$ cat config.mk
export PLATFORM = sky130hd
export DESIGN_NAME = sect_xlate_top
export DESIGN_NICKNAME = d
export VERILOG_FILES = /design/src/rtl/sx_pkg.sv /design/src/rtl/sx_sect_table.sv /design/src/rtl/sx_lookup_stage.sv /design/src/rtl/sx_xlate_stage.sv /design/src/rtl/sect_xlate_top.sv
export SDC_FILE = /design/constraint.sdc
export NUM_CORES = 1
export LEC_CHECK = 0
export BUFFER_PORTS_ARGS = -buffer_cell sky130_fd_sc_hd__buf_4
export CAP_MARGIN = 25
export CORE_MARGIN = 4
export CORE_UTILIZATION = 35
export DETAILED_ROUTE_END_ITERATION = 10
export GPL_TIMING_DRIVEN = 0
export HOLD_SLACK_MARGIN = 0.06
export PLACE_DENSITY_LB_ADDON = 0.12
export SYNTH_ARGS = -nofsm -noshare
export SYNTH_HDL_FRONTEND = slang
export SYNTH_HIERARCHICAL = 1
export SYNTH_SLANG_ARGS = --single-unit
$ cat constraint.sdc
create_clock -name clk -period 7.6 [get_ports clk]
set_input_delay 1.52 -clock clk [delete_from_list [all_inputs] [get_ports clk]]
set_output_delay 1.52 -clock clk [all_outputs]
set_load 0.02 [all_outputs]
$ cat src/rtl/sx_pkg.sv
package sx_pkg;
  localparam int CL_BITS = 7;  // 128-byte cacheline

  typedef enum logic [1:0] {
    SX_NONE = 2'd0,
    SX_FWD  = 2'd1,
    SX_FAIL = 2'd2
  } sx_kind_e;
endpackage

$ cat src/rtl/sx_sect_table.sv
module sx_sect_table #(
  parameter int SECT_W  = 4,
  parameter int OFF_W   = 45,
  parameter int NETID_W = 8
) (
  input  logic               clk,
  input  logic               rst_n,
  input  logic               cfg_we,
  input  logic [SECT_W-1:0]  cfg_idx,
  input  logic [OFF_W-1:0]   cfg_off,
  input  logic [NETID_W-1:0] cfg_net,
  input  logic               cfg_legal,
  input  logic [SECT_W-1:0]  rd_idx,
  output logic [OFF_W-1:0]   rd_off,
  output logic [NETID_W-1:0] rd_net,
  output logic               rd_legal
);
  localparam int N_ENT = 1 << SECT_W;

  logic [OFF_W-1:0]   off_q   [N_ENT];
  logic [NETID_W-1:0] net_q   [N_ENT];
  logic               legal_q [N_ENT];

  for (genvar g = 0; g < N_ENT; g++) begin : g_ent
    logic               en;
    logic [OFF_W-1:0]   off_d;
    logic [NETID_W-1:0] net_d;
    logic               legal_d;

    always_comb begin
      en      = cfg_we && (cfg_idx == SECT_W'(g));
      off_d   = cfg_off;
      net_d   = cfg_net;
      legal_d = cfg_legal;
    end

    always_ff @(posedge clk or negedge rst_n) begin
      if (!rst_n) begin
        off_q[g]   <= '0;
        net_q[g]   <= '0;
        legal_q[g] <= 1'b0;
      end else if (en) begin
        off_q[g]   <= off_d;
        net_q[g]   <= net_d;
        legal_q[g] <= legal_d;
      end
    end
  end

  // Read returns the registered contents: a write in this cycle is not seen.
  always_comb begin
    rd_off   = off_q[rd_idx];
    rd_net   = net_q[rd_idx];
    rd_legal = legal_q[rd_idx];
  end
endmodule

$ cat src/rtl/sx_lookup_stage.sv
module sx_lookup_stage #(
  parameter int TAG_W    = 6,
  parameter int SECT_LSB = 28,
  parameter int OFF_W    = 45,
  parameter int NETID_W  = 8
) (
  input  logic                clk,
  input  logic                rst_n,
  input  logic                req_vld,
  input  logic                req_wr,
  input  logic [TAG_W-1:0]    req_tag,
  input  logic [SECT_LSB-1:0] req_base,
  input  logic [OFF_W-1:0]    ent_off,
  input  logic [NETID_W-1:0]  ent_net,
  input  logic                ent_legal,
  output logic                s1_vld,
  output logic                s1_wr,
  output logic [TAG_W-1:0]    s1_tag,
  output logic [SECT_LSB-1:0] s1_base,
  output logic [OFF_W-1:0]    s1_off,
  output logic [NETID_W-1:0]  s1_net,
  output logic                s1_legal
);
  logic                vld_d;
  logic                ld_en;
  logic                wr_d;
  logic [TAG_W-1:0]    tag_d;
  logic [SECT_LSB-1:0] base_d;
  logic [OFF_W-1:0]    off_d;
  logic [NETID_W-1:0]  net_d;
  logic                legal_d;

  always_comb begin
    vld_d   = req_vld;
    ld_en   = req_vld;
    wr_d    = req_wr;
    tag_d   = req_tag;
    base_d  = req_base;
    off_d   = ent_off;
    net_d   = ent_net;
    legal_d = ent_legal;
  end

  always_ff @(posedge clk or negedge rst_n) begin
    if (!rst_n) s1_vld <= 1'b0;
    else        s1_vld <= vld_d;
  end

  always_ff @(posedge clk or negedge rst_n) begin
    if (!rst_n) begin
      s1_wr    <= 1'b0;
      s1_tag   <= '0;
      s1_base  <= '0;
      s1_off   <= '0;
      s1_net   <= '0;
      s1_legal <= 1'b0;
    end else if (ld_en) begin
      s1_wr    <= wr_d;
      s1_tag   <= tag_d;
      s1_base  <= base_d;
      s1_off   <= off_d;
      s1_net   <= net_d;
      s1_legal <= legal_d;
    end
  end
endmodule

$ cat src/rtl/sx_xlate_stage.sv
module sx_xlate_stage
  import sx_pkg::*;
#(
  parameter int TAG_W    = 6,
  parameter int SECT_LSB = 28,
  parameter int OFF_W    = 45,
  parameter int NETID_W  = 8,
  parameter int RA_W     = OFF_W + CL_BITS
) (
  input  logic                clk,
  input  logic                rst_n,
  input  logic                s1_vld,
  input  logic                s1_wr,
  input  logic [TAG_W-1:0]    s1_tag,
  input  logic [SECT_LSB-1:0] s1_base,
  input  logic [OFF_W-1:0]    s1_off,
  input  logic [NETID_W-1:0]  s1_net,
  input  logic                s1_legal,
  output logic                out_vld,
  output logic                out_wr,
  output logic [TAG_W-1:0]    out_tag,
  output logic [RA_W-1:0]     out_addr,
  output logic [NETID_W-1:0]  out_net,
  output logic                err_vld,
  output logic [TAG_W-1:0]    err_tag
);
  sx_kind_e          kind;
  logic [RA_W-1:0]   base_ext;
  logic [RA_W-1:0]   off_ext;
  logic [RA_W-1:0]   addr_d;
  logic              fwd_en;
  logic              fail_en;

  always_comb begin
    if (!s1_vld)       kind = SX_NONE;
    else if (s1_legal) kind = SX_FWD;
    else               kind = SX_FAIL;
    base_ext = {{(RA_W-SECT_LSB){1'b0}}, s1_base};
    off_ext  = {s1_off, {CL_BITS{1'b0}}};
    addr_d   = base_ext + off_ext;
    fwd_en   = (kind == SX_FWD);
    fail_en  = (kind == SX_FAIL);
  end

  always_ff @(posedge clk or negedge rst_n) begin
    if (!rst_n) begin
      out_vld <= 1'b0;
      err_vld <= 1'b0;
    end else begin
      out_vld <= fwd_en;
      err_vld <= fail_en;
    end
  end

  always_ff @(posedge clk or negedge rst_n) begin
    if (!rst_n) begin
      out_wr   <= 1'b0;
      out_tag  <= '0;
      out_addr <= '0;
      out_net  <= '0;
    end else if (fwd_en) begin
      out_wr   <= s1_wr;
      out_tag  <= s1_tag;
      out_addr <= addr_d;
      out_net  <= s1_net;
    end
  end

  always_ff @(posedge clk or negedge rst_n) begin
    if (!rst_n)       err_tag <= '0;
    else if (fail_en) err_tag <= s1_tag;
  end
endmodule

$ cat src/rtl/sect_xlate_top.sv
module sect_xlate_top
  import sx_pkg::*;
#(
  parameter int SECT_LSB = 28,
  parameter int SECT_W   = 4,
  parameter int RA_W     = 52,
  parameter int NETID_W  = 8,
  parameter int TAG_W    = 6
) (
  input  logic                         clk,
  input  logic                         rst_n,
  input  logic                         cfg_we,
  input  logic [SECT_W-1:0]            cfg_idx,
  input  logic [RA_W-CL_BITS-1:0]      cfg_off,
  input  logic [NETID_W-1:0]           cfg_net,
  input  logic                         cfg_legal,
  input  logic                         req_vld,
  input  logic                         req_wr,
  input  logic [TAG_W-1:0]             req_tag,
  input  logic [SECT_LSB+SECT_W-1:0]   req_addr,
  output logic                         out_vld,
  output logic                         out_wr,
  output logic [TAG_W-1:0]             out_tag,
  output logic [RA_W-1:0]              out_addr,
  output logic [NETID_W-1:0]           out_net,
  output logic                         err_vld,
  output logic [TAG_W-1:0]             err_tag
);
  localparam int OFF_W = RA_W - CL_BITS;

  logic [SECT_W-1:0]   rd_idx;
  logic [SECT_LSB-1:0] req_base;
  logic [OFF_W-1:0]    ent_off;
  logic [NETID_W-1:0]  ent_net;
  logic                ent_legal;

  logic                s1_vld;
  logic                s1_wr;
  logic [TAG_W-1:0]    s1_tag;
  logic [SECT_LSB-1:0] s1_base;
  logic [OFF_W-1:0]    s1_off;
  logic [NETID_W-1:0]  s1_net;
  logic                s1_legal;

  always_comb begin
    rd_idx   = req_addr[SECT_LSB +: SECT_W];
    req_base = req_addr[SECT_LSB-1:0];
  end

  sx_sect_table #(
    .SECT_W (SECT_W),
    .OFF_W  (OFF_W),
    .NETID_W(NETID_W)
  ) u_table (
    .clk      (clk),
    .rst_n    (rst_n),
    .cfg_we   (cfg_we),
    .cfg_idx  (cfg_idx),
    .cfg_off  (cfg_off),
    .cfg_net  (cfg_net),
    .cfg_legal(cfg_legal),
    .rd_idx   (rd_idx),
    .rd_off   (ent_off),
    .rd_net   (ent_net),
    .rd_legal (ent_legal)
  );

  sx_lookup_stage #(
    .TAG_W   (TAG_W),
    .SECT_LSB(SECT_LSB),
    .OFF_W   (OFF_W),
    .NETID_W (NETID_W)
  ) u_lookup (
    .clk      (clk),
    .rst_n    (rst_n),
    .req_vld  (req_vld),
    .req_wr   (req_wr),
    .req_tag  (req_tag),
    .req_base (req_base),
    .ent_off  (ent_off),
    .ent_net  (ent_net),
    .ent_legal(ent_legal),
    .s1_vld   (s1_vld),
    .s1_wr    (s1_wr),
    .s1_tag   (s1_tag),
    .s1_base  (s1_base),
    .s1_off   (s1_off),
    .s1_net   (s1_net),
    .s1_legal (s1_legal)
  );

  sx_xlate_stage #(
    .TAG_W   (TAG_W),
    .SECT_LSB(SECT_LSB),
    .OFF_W   (OFF_W),
    .NETID_W (NETID_W),
    .RA_W    (RA_W)
  ) u_xlate (
    .clk     (clk),
    .rst_n   (rst_n),
    .s1_vld  (s1_vld),
    .s1_wr   (s1_wr),
    .s1_tag  (s1_tag),
    .s1_base (s1_base),
    .s1_off  (s1_off),
    .s1_net  (s1_net),
    .s1_legal(s1_legal),
    .out_vld (out_vld),
    .out_wr  (out_wr),
    .out_tag (out_tag),
    .out_addr(out_addr),
    .out_net (out_net),
    .err_vld (err_vld),
    .err_tag (err_tag)
  );
endmodule

==> results.json <==
{
  "run_status": "completed",
  "drtPass1Iterations": 7,
  "number_of_flops_mapped_to_enable_cells_by_yosys": 0,
  "finalWeightedCongestion": 0.8151,
  "fin_crit_sh_pct": 53.12,
  "finish.instance_area_um2": 53950,
  "ys_async_sr_fraction_pct": 100.0,
  "synth_area_leaders": "dfrtp_1 (56%), mux2_2 (20%), mux4_2 (11%), mux2_1 (3.1%), a22oi_1 (1.8%)",
  "postSynthCellCount": 3023,
  "critPathLaunchType": "input port",
  "max_freq_mhz": 247.7,
  "die_x_um": 370.7,
  "relSlewSlack_pct": 23.79,
  "final_common_cell": "dfrtp_1",
  "finalHoldViolations": 0,
  "setup.worst_path.end_class": "flop",
  "finalWorstPathRequiredPeriod_ps": 4037,
  "total_routing_resource_utilization_after_global_routing_pct": 19.95,
  "htree_num_levels": 3,
  "power_density_over_the_cells_nw_per_um2": 314.7,
  "clock_insertion_delay_worst_skew_ps": 720,
  "post_cts_setup_buffers": 0,
  "route.final.wire_length_um": 136100,
  "yosysTopAreaCell": "dfrtp_1",
  "cts.reportedPaths.clkPinSlew_ps": 60,
  "finalHoldWorstSlack_ps": 467.8,
  "effective_utilization_at_floorplan_pct": 35.38,
  "place.detailed.hpwl_um": 95140,
  "synth-main-ff-cell": "dfrtp_1",
  "maxCapViolations": 0,
  "synth_warnings": 6,
  "synth_nets": 3146,
  "synth.distinct_cells": 59,
  "final_antenna_net_count": 0,
  "dpl_cell_area_um2": 49990,
  "cts.root.buffer_cell": "clkbuf_16",
  "worstHoldPathType": "flop to flop",
  "post_drt_via_cell_ratio": 5.343,
  "setup_repair_after_global_routing_missed_its_margin": "false",
  "p_leak_nw": 23.39,
  "cts_tree": "done",
  "worstPathRequired_ps": 8200,
  "drive_above_1_share_pct": 45.83,
  "final_net_count": 3460,
  "drcViolationCount": 0,
  "routed_wire_length_per_instance_um": 26.28,
  "worst_ir_drop_vdd_mv": 0.1897,
  "die_area_um2": 137400,
  "timing.reg2reg.setup_slack_ps": 4020,
  "area_growth_syn_to_layout_pct": 17.19,
  "worst-setup-path-type": "input port to flop",
  "synth_sequential_area_ratio_pct": 55.93,
  "slew_violations": 0,
  "n_fill_cell": 11988,
  "critical_path.max_fanout": 10,
  "preCtsSetupSlack_ps": 2776,
  "antenna_found_initial": 11,
  "grt_pass1_vias": 30661,
  "synth_area_um2": 46040,
  "cts.sink_count": 1029,
  "max_slew.worst_pin.slew_ps": 1143,
  "worst_ep_arrival_time_ps": 4630,
  "cts_repair_resize_count": 0,
  "ioPinCount": 176,
  "placeableCoreArea_um2": 130100,
  "grt_max_degree": 130,
  "grt_pass1_wl_um": 203100,
  "layout.cells.most_common_list": "dfrtp_1 (1029), mux2_2 (823), mux4_2 (216), nand2_1 (181), buf_4 (170)",
  "buffer_ports.inserted": 171,
  "cts-buffers-inserted": 116,
  "quantity_of_hold_fixing_buffers_added_after_cts": 0,
  "dr_total_vias": 27672,
  "postSynthRegisterBits": 1029,
  "fp.dieH_um": 370.7,
  "synth.top_cell.area_share_pct": 55.93,
  "worst_slack_ps": 3563,
  "max-clock-path-buffers": 3,
  "rows": 132,
  "detailedRoute.firstIterationViolations": 1718,
  "setup_viol": 0,
  "syn_avg_cell_area_um2": 15.23,
  "ff_latch_area_um2": 25750,
  "skew_ps": 20.03,
  "grt-ovfl-total": 0,
  "combined_area_of_the_multi_input_logic_cells_um2": 19200
}
==> where the power goes <==
| group | leakage (nW) | switching, mW | internal, mW |
|---|---|---|---|
| Sequential | 12.6 | 0.828 | 6.84 |
| Combinational | 8.81 | 1.67 | 1.91 |
| Clock | 1.96 | 2.28 | 3.45 |
| Total | 23.4 | 4.78 | 12.2 |
==> stage by stage <==
step / cells / utilization, % / power, mW / setup TNS [ps]
after floorplan: 3023 / - / 9.860 / 0
after global placement: 4936 / 38.04 / 11.10 / -6596980
after detailed placement: 4960 / 38.41 / 11.36 / 0
after CTS: 5171 / 41.43 / 17.19 / 0
after global routing: 5173 / 41.44 / 17.84 / 0
final: 5179 / 41.46 / 16.98 / 0
==> synth_stat cells, types with 5 or more instances <==
cell	count
dfrtp_1	1029
mux2_2	823
mux4_2	216
nand2_1	181
mux2_1	126
buf_2	117
a22oi_1	109
clkbuf_1	109
o21ai_0	42
ha_1	21
nor2_1	21
a21oi_1	19
xor2_1	18
a21o_1	13
buf_1	13
a31oi_1	12
or3_1	12
mux2_4	10
nand3_1	10
nor2_2	9
and2_1	8
xnor2_1	8
and3_1	7
nand4_1	6
a211oi_1	5
inv_1	5
nand2b_1	5
o211ai_1	5
o21ai_1	5
o31ai_1	5
==> state kept, by name, summed over array words and instances, names as in the netlist <==
signal	flops
u_xlate/out_vld	1
u_lookup/s1_tag	6
u_xlate/out_net	8
u_lookup/s1_wr	1
u_lookup/s1_legal	1
u_lookup/s1_vld	1
u_xlate/err_tag	6
u_lookup/s1_base	28
u_table/legal_q	16
u_lookup/s1_net	8
u_table/net_q	128
u_lookup/s1_off	45
u_xlate/err_vld	1
u_xlate/out_tag	6
u_table/off_q	720
u_xlate/out_wr	1
u_xlate/out_addr	52
==> path summary, 6_finish.rpt <==
kind	startpoint	end	depth (start not counted)
min	u_lookup/s1_net[6]$_DFFE_PN0P_	u_xlate/out_net[6]$_DFFE_PN0P_	2
max reg2reg	u_lookup/s1_base[8]$_DFFE_PN0P_	u_xlate/out_addr[34]$_DFFE_PN0P_	8
max	req_addr[29]	u_lookup/s1_off[29]$_DFFE_PN0P_	8
min reg2reg	u_lookup/s1_net[6]$_DFFE_PN0P_	u_xlate/out_net[6]$_DFFE_PN0P_	2
max in group asynchronous	rst_n	u_table/off_q[287]$_DFFE_PN0P_	6
min in group asynchronous	rst_n	u_table/net_q[4]$_DFFE_PN0P_	2
==> area by class of cell <==
type / instances / share of cell area [%]
clock inverters: 38 / 0.8418
diodes: 7 / 0.03247
plain buffers: 242 / 1.997
inverters: 5 / 0.03479
clock buffers: 173 / 6.452
repair buffers: 196 / 3.298
well taps: 1742 / 4.040
multi-input cells: 1747 / 35.58
flip-flops and latches: 1029 / 47.73
==> worst max-delay path, cell delays in order <==
cell and delay, ps:
buf_2 380, clkbuf_1 460, buf_8 230, clkbuf_1 650, mux4_2 420, a22oi_1 480
nand2_1 170, mux2_2 300
==> per-layer routing <==
layer / vias up / global-route usage, % / wire, um
met4: 4 / 7.515 / 4675
met2: 684 / 31.93 / 64290
met3: 202 / 4.198 / 7890
li1: 11877 / - / -
met1: 14905 / 26.77 / 59200
met5: - / 0 / 23
==> kinds of logic after synthesis <==
family                   count (synthesis)  share of synthesized area [%]
buffers and inverters                  247                          2.381
flip-flops                            1029                          55.93
AO/OA/AOI/OAI                          245                          3.761
adder cells (fa/ha/maj)                 22                         0.6142
XOR/XNOR                                26                         0.4946
AND/OR/NAND/NOR                        279                          2.715
multiplexers                          1175                          34.10
Note: power is estimated with default switching activity, not from simulation.
